**src/rtl/cmdres_pkg.sv**
```systemverilog
package cmdres_pkg;
  localparam int CMD_W      = 32;
  localparam int ADDR_W     = 12;
  localparam int EXP_W      = 8;
  localparam int MAN_W      = 23;
  localparam int NUM_FIELDS = 3;

  typedef enum logic [1:0] {
    FLD_POS = 2'd0,
    FLD_VEL = 2'd1,
    FLD_TRQ = 2'd2
  } field_e;

  typedef struct packed {
    logic [CMD_W-1:0] value;
    logic             sub;
  } resolved_t;
endpackage

```
**src/rtl/cmdres_sentinel_det.sv**
```systemverilog
module cmdres_sentinel_det #(
  parameter int EXP_W = 8,
  parameter int MAN_W = 23,
  localparam int W    = 1 + EXP_W + MAN_W
) (
  input  logic [W-1:0] word,
  input  logic         fmt_int,
  output logic         hit
);
  localparam logic [W-1:0] INT_MIN = {1'b1, {(W-1){1'b0}}};

  logic [EXP_W-1:0] exp_f;
  logic [MAN_W-1:0] man_f;
  logic             float_nan;
  logic             int_min;

  assign exp_f = word[W-2 -: EXP_W];
  assign man_f = word[MAN_W-1:0];

  always_comb begin
    float_nan = (&exp_f) && (|man_f);
    int_min   = (word == INT_MIN);
    hit       = fmt_int ? int_min : float_nan;
  end
endmodule

```
**src/rtl/cmdres_stage.sv**
```systemverilog
module cmdres_stage #(
  parameter int                ADDR_W = 12,
  parameter int                DATA_W = 32,
  parameter logic [ADDR_W-1:0] ADDR   = '0
) (
  input  logic              clk,
  input  logic              rst,
  input  logic              wr_en,
  input  logic [ADDR_W-1:0] wr_addr,
  input  logic [DATA_W-1:0] wr_data,
  output logic [DATA_W-1:0] q
);
  logic sel;
  assign sel = wr_en && (wr_addr == ADDR);

  always_ff @(posedge clk) begin
    if (rst)      q <= '0;
    else if (sel) q <= wr_data;
  end
endmodule

```
**src/rtl/cmd_sentinel_resolver.sv**
```systemverilog
module cmd_sentinel_resolver
  import cmdres_pkg::*;
#(
  parameter int                ADDR_BITS = ADDR_W,
  parameter logic [ADDR_BITS-1:0] POS_ADDR = 12'h020,
  parameter logic [ADDR_BITS-1:0] VEL_ADDR = 12'h021,
  parameter logic [ADDR_BITS-1:0] TRQ_ADDR = 12'h025
) (
  input  logic                 clk,
  input  logic                 rst,
  input  logic                 wr_en,
  input  logic [ADDR_BITS-1:0] wr_addr,
  input  logic [CMD_W-1:0]     wr_data,
  input  logic                 cmd_valid,
  input  logic                 fmt_int,
  input  logic                 in_pos_mode,
  input  logic [CMD_W-1:0]     meas_pos,
  input  logic [CMD_W-1:0]     trq_limit,
  output logic                 res_valid,
  output logic [CMD_W-1:0]     pos_res,
  output logic [CMD_W-1:0]     vel_res,
  output logic [CMD_W-1:0]     trq_res,
  output logic                 pos_sub,
  output logic                 vel_sub,
  output logic                 trq_sub
);
  localparam logic [NUM_FIELDS-1:0][ADDR_BITS-1:0] FIELD_ADDR =
    {TRQ_ADDR, VEL_ADDR, POS_ADDR};

  logic [NUM_FIELDS-1:0][CMD_W-1:0] staged;
  logic [NUM_FIELDS-1:0]            hit;
  resolved_t [NUM_FIELDS-1:0]       nxt;

  for (genvar f = 0; f < NUM_FIELDS; f++) begin : g_field
    cmdres_stage #(
      .ADDR_W (ADDR_BITS),
      .DATA_W (CMD_W),
      .ADDR   (FIELD_ADDR[f])
    ) u_stage (
      .clk     (clk),
      .rst     (rst),
      .wr_en   (wr_en),
      .wr_addr (wr_addr),
      .wr_data (wr_data),
      .q       (staged[f])
    );

    cmdres_sentinel_det #(
      .EXP_W (EXP_W),
      .MAN_W (MAN_W)
    ) u_det (
      .word    (staged[f]),
      .fmt_int (fmt_int),
      .hit     (hit[f])
    );

    if (f == FLD_POS) begin : g_pos
      always_comb begin
        nxt[f].sub   = hit[f];
        if (!hit[f])          nxt[f].value = staged[f];
        else if (in_pos_mode) nxt[f].value = pos_res;
        else                  nxt[f].value = meas_pos;
      end
    end else if (f == FLD_VEL) begin : g_vel
      always_comb begin
        nxt[f].sub   = hit[f];
        nxt[f].value = hit[f] ? '0 : staged[f];
      end
    end else begin : g_trq
      always_comb begin
        nxt[f].sub   = hit[f];
        nxt[f].value = hit[f] ? trq_limit : staged[f];
      end
    end
  end

  always_ff @(posedge clk) begin
    if (rst) begin
      res_valid <= 1'b0;
      pos_res   <= '0;
      vel_res   <= '0;
      trq_res   <= '0;
      pos_sub   <= 1'b0;
      vel_sub   <= 1'b0;
      trq_sub   <= 1'b0;
    end else begin
      res_valid <= cmd_valid;
      if (cmd_valid) begin
        pos_res <= nxt[FLD_POS].value;
        vel_res <= nxt[FLD_VEL].value;
        trq_res <= nxt[FLD_TRQ].value;
        pos_sub <= nxt[FLD_POS].sub;
        vel_sub <= nxt[FLD_VEL].sub;
        trq_sub <= nxt[FLD_TRQ].sub;
      end
    end
  end

  p_valid_pulse_r2: assert property (@(posedge clk) disable iff (rst)
    cmd_valid |=> res_valid);
  p_valid_quiet_r2: assert property (@(posedge clk) disable iff (rst)
    !cmd_valid |=> !res_valid);
  p_hold_between_r2: assert property (@(posedge clk) disable iff (rst)
    !cmd_valid |=> ($stable(pos_res) && $stable(vel_res) && $stable(trq_res)
                    && $stable(pos_sub) && $stable(vel_sub) && $stable(trq_sub)));
  p_pos_meas_r5: assert property (@(posedge clk) disable iff (rst)
    (cmd_valid && hit[FLD_POS] && !in_pos_mode) |=> (pos_sub && pos_res == $past(meas_pos)));
  p_pos_keep_r6: assert property (@(posedge clk) disable iff (rst)
    (cmd_valid && hit[FLD_POS] && in_pos_mode) |=> (pos_sub && $stable(pos_res)));
  p_vel_zero_r7: assert property (@(posedge clk) disable iff (rst)
    vel_sub |-> (vel_res == '0));
  p_trq_limit_r8: assert property (@(posedge clk) disable iff (rst)
    (cmd_valid && hit[FLD_TRQ]) |=> (trq_sub && trq_res == $past(trq_limit)));
endmodule

```
**config.mk**
```make
export PLATFORM = sky130hd
export DESIGN_NAME = cmd_sentinel_resolver
export DESIGN_NICKNAME = d
export VERILOG_FILES = /design/src/rtl/cmdres_pkg.sv /design/src/rtl/cmdres_sentinel_det.sv /design/src/rtl/cmdres_stage.sv /design/src/rtl/cmd_sentinel_resolver.sv
export SDC_FILE = /design/constraint.sdc
export NUM_CORES = 1
export LEC_CHECK = 0
export ABC_CLOCK_PERIOD_IN_PS = 3000
export CELL_PAD_IN_SITES_DETAIL_PLACEMENT = 1
export CELL_PAD_IN_SITES_GLOBAL_PLACEMENT = 1
export CORE_MARGIN = 10
export CORE_UTILIZATION = 39
export CTS_BUF_LIST = sky130_fd_sc_hd__clkbuf_2
export DETAILED_ROUTE_END_ITERATION = 6
export PLACE_DENSITY = 0.93
export SLEW_MARGIN = 10
export SYNTH_ARGS = -nofsm -noshare
export SYNTH_HDL_FRONTEND = slang
export SYNTH_SLANG_ARGS = --single-unit
```
**constraint.sdc**
```tcl
create_clock -name clk -period 3 [get_ports clk]
set_input_delay 0.6 -clock clk [delete_from_list [all_inputs] [get_ports clk]]
set_output_delay 0.6 -clock clk [all_outputs]
set_load 0.01 [all_outputs]
```
==> results.yml, run 1 <==
sta:
  slew_violations: 0
  rsz0062_at_grt: "false"
  slew_headroom_pct: 52.7
  fin_skew_ns: 0.0434
  setup_viol: 0
  hold_viol_final: 0
  finalCritPeriodShare_pct: 82.0
  post-route-min-period_ns: 2.46
  fmax_mhz: 407
  tightest_slew_ns: 0.709
  fin_setup_tns_ns: 0
floorplanning:
  io_pins: 214
  dieArea_mm2: 0.0257
  dieHeight_um: 160
  initial_core_util_pct: 39.6
  rows: 51
  die_w_um: 160
  core_area_mm2: 0.0194
setup_path:
  r2r_start: "g_field[0].u_stage.q[11]"
  endpoint_kind: "flop"
  cp_max_fo: 23
  worst_setup_path_start_kind: "flop"
  arrival_ns: 3.15
  crit_type: "flop to flop"
  rr_endpoint: "pos_res[2]"
  crit_required_ns: 3.69
  crit_family: "simple AND/OR/NAND/NOR gates"
  worstRegToRegCells: 6
  slowest_delay_ns: 0.49
  r2r_setup_slack_ns: 0.54
  crit_buf_inv: 1
  path_cells: "nor4_1 > nand4_1 > o21ba_2 > buf_4 > or4_1 > o2111a_1"
  cpMaxStageDelayCell: "or4_1"
worst_hold_path:
  min_path_type: "input port to flop"
  hold_depth: 2
  hp-start: "rst"
  whs_endpoint: "g_field[1].u_stage.q[23]"
global_routing:
  grt_overflow: 0
  gr-usage-all-layers_pct: 20.9
  grt_pass1_wl_um: 43500
  grt_antenna_before_repair: 3
  grt_pass1_vias: 7918
  grt_start_max_net_pins: 106
layout:
  final_common_cell: "clkdlybuf4s50_1"
  nNetsFinal: 1160
  layout_common_cells: "clkdlybuf4s50_1 (211), dfxtp_1 (196), nand2_1 (195)"
  fillers: 2280
  area_growth_syn_to_layout_pct: 34.5
  drive_above_1_share_pct: 8.50
drt:
  wl_um: 27700
  drt_iter0_markers: 439
  ant_nets: 0
  drc: 0
  firstDrtPassIters: 4
  via_per_inst: 5.63
  num_vias: 7467
  wl_per_cell_um: 20.9
synthesis:
  synth_edf_count: 0
  synth_mux_area_share_pct: 0
  synth_area_mm2: 0.00767
  synth-simple-area-share_pct: 18.5
  synth-adder-area-share_pct: 0
  synth_compound_area_share_pct: 26.1
  syn_nets: 986
  async_flop_share_pct: 0
  yosysWarnings: 0
  syn_inst: 872
  ys_ff_latch: 196
  synth-xor-area-share_pct: 0
  synth.distinct_cells: 43
  syn_avg_cell_area_um2: 8.80
  synth_ff_type: "dfxtp_1"
  synth_top_family_by_area: "compound AO/OA/AOI/OAI gates"
  synth_seq_area_share_pct: 51.1
clocking:
  cts_tree: "done"
  clock_sinks: 196
  clk_latency_ns: 0.77
  cts_setup_buffers: 0
  cts_resized: 0
  numCtsBuffers: 17
  ctsHoldBuffers: 0
  clk_path_buf_depth: 2
  cts_root_buf: "clkbuf_2"
  h-tree-depth: 4
  clkSlewWorstSetupHoldPaths_ns: 0.28
placed_design:
  hpwl_um: 20500
  io_buffers: 213
  globalplace.congestion: 0.783
status:
  outcome: "complete, no violations"
pwr:
  ir_drop_mv: 0.226
  p_per_area_mw_per_mm2: 443
  power_leakage_nw: 3.37
  power_mw: 4.58
run:
  cap_viol_max_count: 0
-- power by group --
group          switching (mW)  internal, mW
clock                   0.937         0.478
combinational           0.210         0.267
sequential             0.0241          2.66
total                    1.17          3.40
-- through the flow --
stage	hold WS, ns	instances	utilization (%)	cell area [um^2]	setup slack, ns
after floorplan	0.440	872	-	7670	0.904
after global placement	0.455	1292	51.8	10000	0.279
after detailed placement	0.461	1292	51.8	10000	0.198
after CTS	0.150	1324	53.2	10300	0.502
after global routing	0.169	1325	53.2	10300	0.405
final	0.249	1326	53.2	10300	0.541
-- Yosys cell counts (8+ instances only) --
cell type,number,area (um^2)
dfxtp_1,196,3920
nand2_1,195,732
a21oi_1,97,485
clkbuf_1,69,259
nor2_1,38,143
nand3_1,37,185
a311oi_1,34,298
a22o_1,32,280
o21ai_0,32,160
o221a_2,25,282
o41a_1,22,248
nor4_1,19,119
buf_2,8,40.0
-- per-layer routing --
metal  track usage [%]  vias up  routed length, um
li1                  -     3559                  -
met1              23.9     3687              11100
met2              36.8      181              14400
met3              5.81       36               1550
met4              6.93        4                541
met5                 0        -                 32
-- registers in the layout, indices dropped and copies added (netlist names) --
signal / count
g_field.u_stage.q: 96
pos_res: 32
trq_res: 32
vel_res: 32
pos_sub: 1
res_valid: 1
trq_sub: 1
vel_sub: 1
-- worst max path at each step --
stage | startpoint | endpoint | slack (ns) | depth (start not counted)
finish | g_field[0].u_stage.q[11] | pos_res[2] | 0.54 | 6
global route | g_field[0].u_stage.q[11] | pos_res[2] | 0.41 | 6
CTS | pos_sub | pos_sub | 0.50 | 1
detailed placement | fmt_int | pos_res[23] | 0.20 | 6
global placement | fmt_int | pos_res[8] | 0.28 | 6
floorplan | fmt_int | pos_res[0] | 0.90 | 5
-- cells by family after synthesis --
kind of cell | after synthesis
AO/OA/AOI/OAI | 271
buffers and inverters | 83
flip-flops | 196
AND/OR/NAND/NOR | 322
-- final cells by class --
cell class | instances | area [um^2] | share of cell area, %
clock inverters | 15 | 179 | 1.73
well taps | 265 | 332 | 3.21
flip-flops and latches | 196 | 3920 | 38.0
repair buffers | 234 | 2320 | 22.5
clock buffers | 17 | 85.1 | 0.825
inverters | 4 | 15.0 | 0.146
diodes | 2 | 5.00 | 0.0485
multi-input cells | 593 | 3460 | 33.5
Note: power is estimated with default switching activity, not from simulation.
==> run 2, diff against run 1 <==
--- a/config.mk
+++ b/config.mk
@@ -5,14 +5,14 @@
 export SDC_FILE = /design/constraint.sdc
 export NUM_CORES = 1
 export LEC_CHECK = 0
-export ABC_CLOCK_PERIOD_IN_PS = 3000
+export ABC_CLOCK_PERIOD_IN_PS = 2100
 export CELL_PAD_IN_SITES_DETAIL_PLACEMENT = 1
 export CELL_PAD_IN_SITES_GLOBAL_PLACEMENT = 1
 export CORE_MARGIN = 10
-export CORE_UTILIZATION = 39
+export CORE_UTILIZATION = 33
 export CTS_BUF_LIST = sky130_fd_sc_hd__clkbuf_2
 export DETAILED_ROUTE_END_ITERATION = 6
-export PLACE_DENSITY = 0.93
+export PLACE_DENSITY = 0.84
 export SLEW_MARGIN = 10
 export SYNTH_ARGS = -nofsm -noshare
 export SYNTH_HDL_FRONTEND = slang
==> constraint.sdc (replaced) <==
create_clock -name clk -period 2.1 [get_ports clk]
set_input_delay 0.42 -clock clk [delete_from_list [all_inputs] [get_ports clk]]
set_output_delay 0.42 -clock clk [all_outputs]
set_load 0.01 [all_outputs]
==> run 2 against run 1 <==
Net effect: the run now ends with setup timing left; maximum frequency increased by 17%; sequential share of layout area down 1.5 points; first-iteration DRC count up 2.7%; final area up 7.4%; clock skew increased by 0.0031 ns; power up 40%; final cell count up 7.2%; clock power increased by 33%.
==> results.yml, run 2 (synthesis gave the netlist of run 1 again) <==
sta:
  slew_violations: 0
  finalCritPeriodShare_pct: 100
  hold_viol_final: 0
  post-route-min-period_ns: 2.10
  setup_viol: 1
  tightest_slew_ns: 0.719
  fmax_mhz: 476
  fin_skew_ns: 0.0465
  rsz0062_at_grt: "true"
  slew_headroom_pct: 52.1
  fin_setup_tns_ns: -0.000275
  worst_slack_ns: -0.000275
  whs_ns: 0.160
setup_path:
  endpoint_kind: "flop"
  crit_required_ns: 2.76
  crit_buf_inv: 2
  cp_max_fo: 27
  path_cells: "inv_1 > or4_1 > o21ba_2 > o211ai_2 > buf_12 > o221a_4"
  cpMaxStageDelayCell: "or4_1"
  crit_family: "compound AO/OA/AOI/OAI gates"
  crit_type: "flop to flop"
  slowest_delay_ns: 0.55
  arrival_ns: 2.76
  worst_setup_path_start_kind: "flop"
clocking:
  clk_path_buf_depth: 2
  clock_sinks: 196
  clkSlewWorstSetupHoldPaths_ns: 0.28
  cts_root_buf: "clkbuf_2"
  h-tree-depth: 4
  clk_latency_ns: 0.77
  cts_tree: "done"
  numCtsBuffers: 17
layout:
  drive_above_1_share_pct: 22.7
  nNetsFinal: 1208
  regMostFlops: "g_field.u_stage.q"
  multiInputGateArea_mm2: 0.00363
  layout.area.seq_mm2: 0.00405
  final_common_cell: "nand2_1"
  fillers: 2648
  largest_reg_flops: 96
  layout_common_cells: "nand2_1 (194), clkdlybuf4s50_1 (111), dfxtp_1 (101)"
  area_growth_syn_to_layout_pct: 44.4
global_routing:
  grt.busiest_layer: "met2"
  grt_pass1_vias: 7844
  grt_start_max_net_pins: 123
  use_met1_pct: 21.9
  gr-usage-all-layers_pct: 19.0
  grt_pass1_wl_um: 44100
  use_met2_pct: 34.1
  globalRouteMet3Util_pct: 5.20
  grt_antenna_before_repair: 2
  grt_overflow: 0
status:
  violations: "setup timing"
  outcome: "complete, but fails checks"
pwr:
  power_leakage_nw: 4.19
  p_per_area_mw_per_mm2: 576
  ir_drop_mv: 0.256
floorplanning:
  io_pins: 214
  dieArea_mm2: 0.0297
  dieHeight_um: 172
  rows: 55
  core_area_mm2: 0.0228
  initial_core_util_pct: 33.7
  die_w_um: 172
drt:
  ant_nets: 0
  drc: 0
  wl_per_cell_um: 20.8
  num_vias: 7588
  firstDrtPassIters: 5
  wl_um: 29500
  drt_iter0_markers: 451
  via_per_inst: 5.34
placed_design:
  hpwl_um: 21100
  globalplace.congestion: 0.804
  io_buffers: 213
run:
  cap_viol_max_count: 0
worst_hold_path:
  min_path_type: "input port to flop"
==> run 2: path summary, 6_finish.rpt <==
check                      startpoint                  endpoint  slack [ns]  cells past startpoint
min reg2reg  g_field[1].u_stage.q[19]  g_field[1].u_stage.q[19]        0.49                      2
max reg2reg  g_field[0].u_stage.q[23]               pos_res[21]     -0.0003                      6
max          g_field[0].u_stage.q[23]               pos_res[21]     -0.0003                      6
min                         cmd_valid               pos_res[23]        0.16                      3
==> run 2: repair_timing <==
| item | in CTS | in global routing |
|---|---|---|
| cloned | 0 | 1 |
| endpoints found under the hold margin | 10 | 0 |
| endpoints found under the setup margin | 128 | 91 |
| buffers inserted | 11 | 8 |
| gates resized for setup | 194 | 36 |
| pin swaps | 3 | 10 |
| hold buffers | 2 | 0 |
==> run 2: metal layers <==
metal	up-vias	routed length (um)
met5	-	0
li1	3655	-
met1	3773	12200
met2	143	15400
met3	17	1580
met4	0	317
==> run 2: through the flow <==
step | total power [mW] | cell area (um^2) | utilization (%) | cells | setup WS (ns)
2_1_floorplan | 4.12 | 7670 | - | 872 | 0.184
3_3_place_gp | 4.59 | 10500 | 46.0 | 1366 | -0.325
3_5_place_dp | 4.60 | 10500 | 46.0 | 1366 | -0.402
4_1_cts | 6.47 | 10800 | 47.6 | 1411 | -0.00482
5_1_grt | 6.68 | 11100 | 48.6 | 1421 | -0.0688
6_report | 6.38 | 11100 | 48.6 | 1422 | -0.000275
==> run 2: area by class of cell <==
type | count | area share (%)
flip-flops and latches | 196 | 36.6
multi-input cells | 593 | 32.8
clock buffers | 17 | 0.768
clock inverters | 15 | 1.32
inverters | 4 | 0.136
well taps | 313 | 3.53
diodes | 2 | 0.0452
repair buffers | 282 | 24.9
==> run 2: report_power, final <==
group          total [mW]  switching, mW  internal (mW)  leakage, nW
sequential           3.83         0.0319           3.80         1.63
combinational       0.673          0.314          0.359         2.42
clock                1.88           1.41          0.469        0.141
total                6.38           1.75           4.63         4.19
==> run 2: worst min-delay path: stages <==
cell	delay (ns)
buf_2	0.22
a31oi_4	0.13
o221a_2	0.12
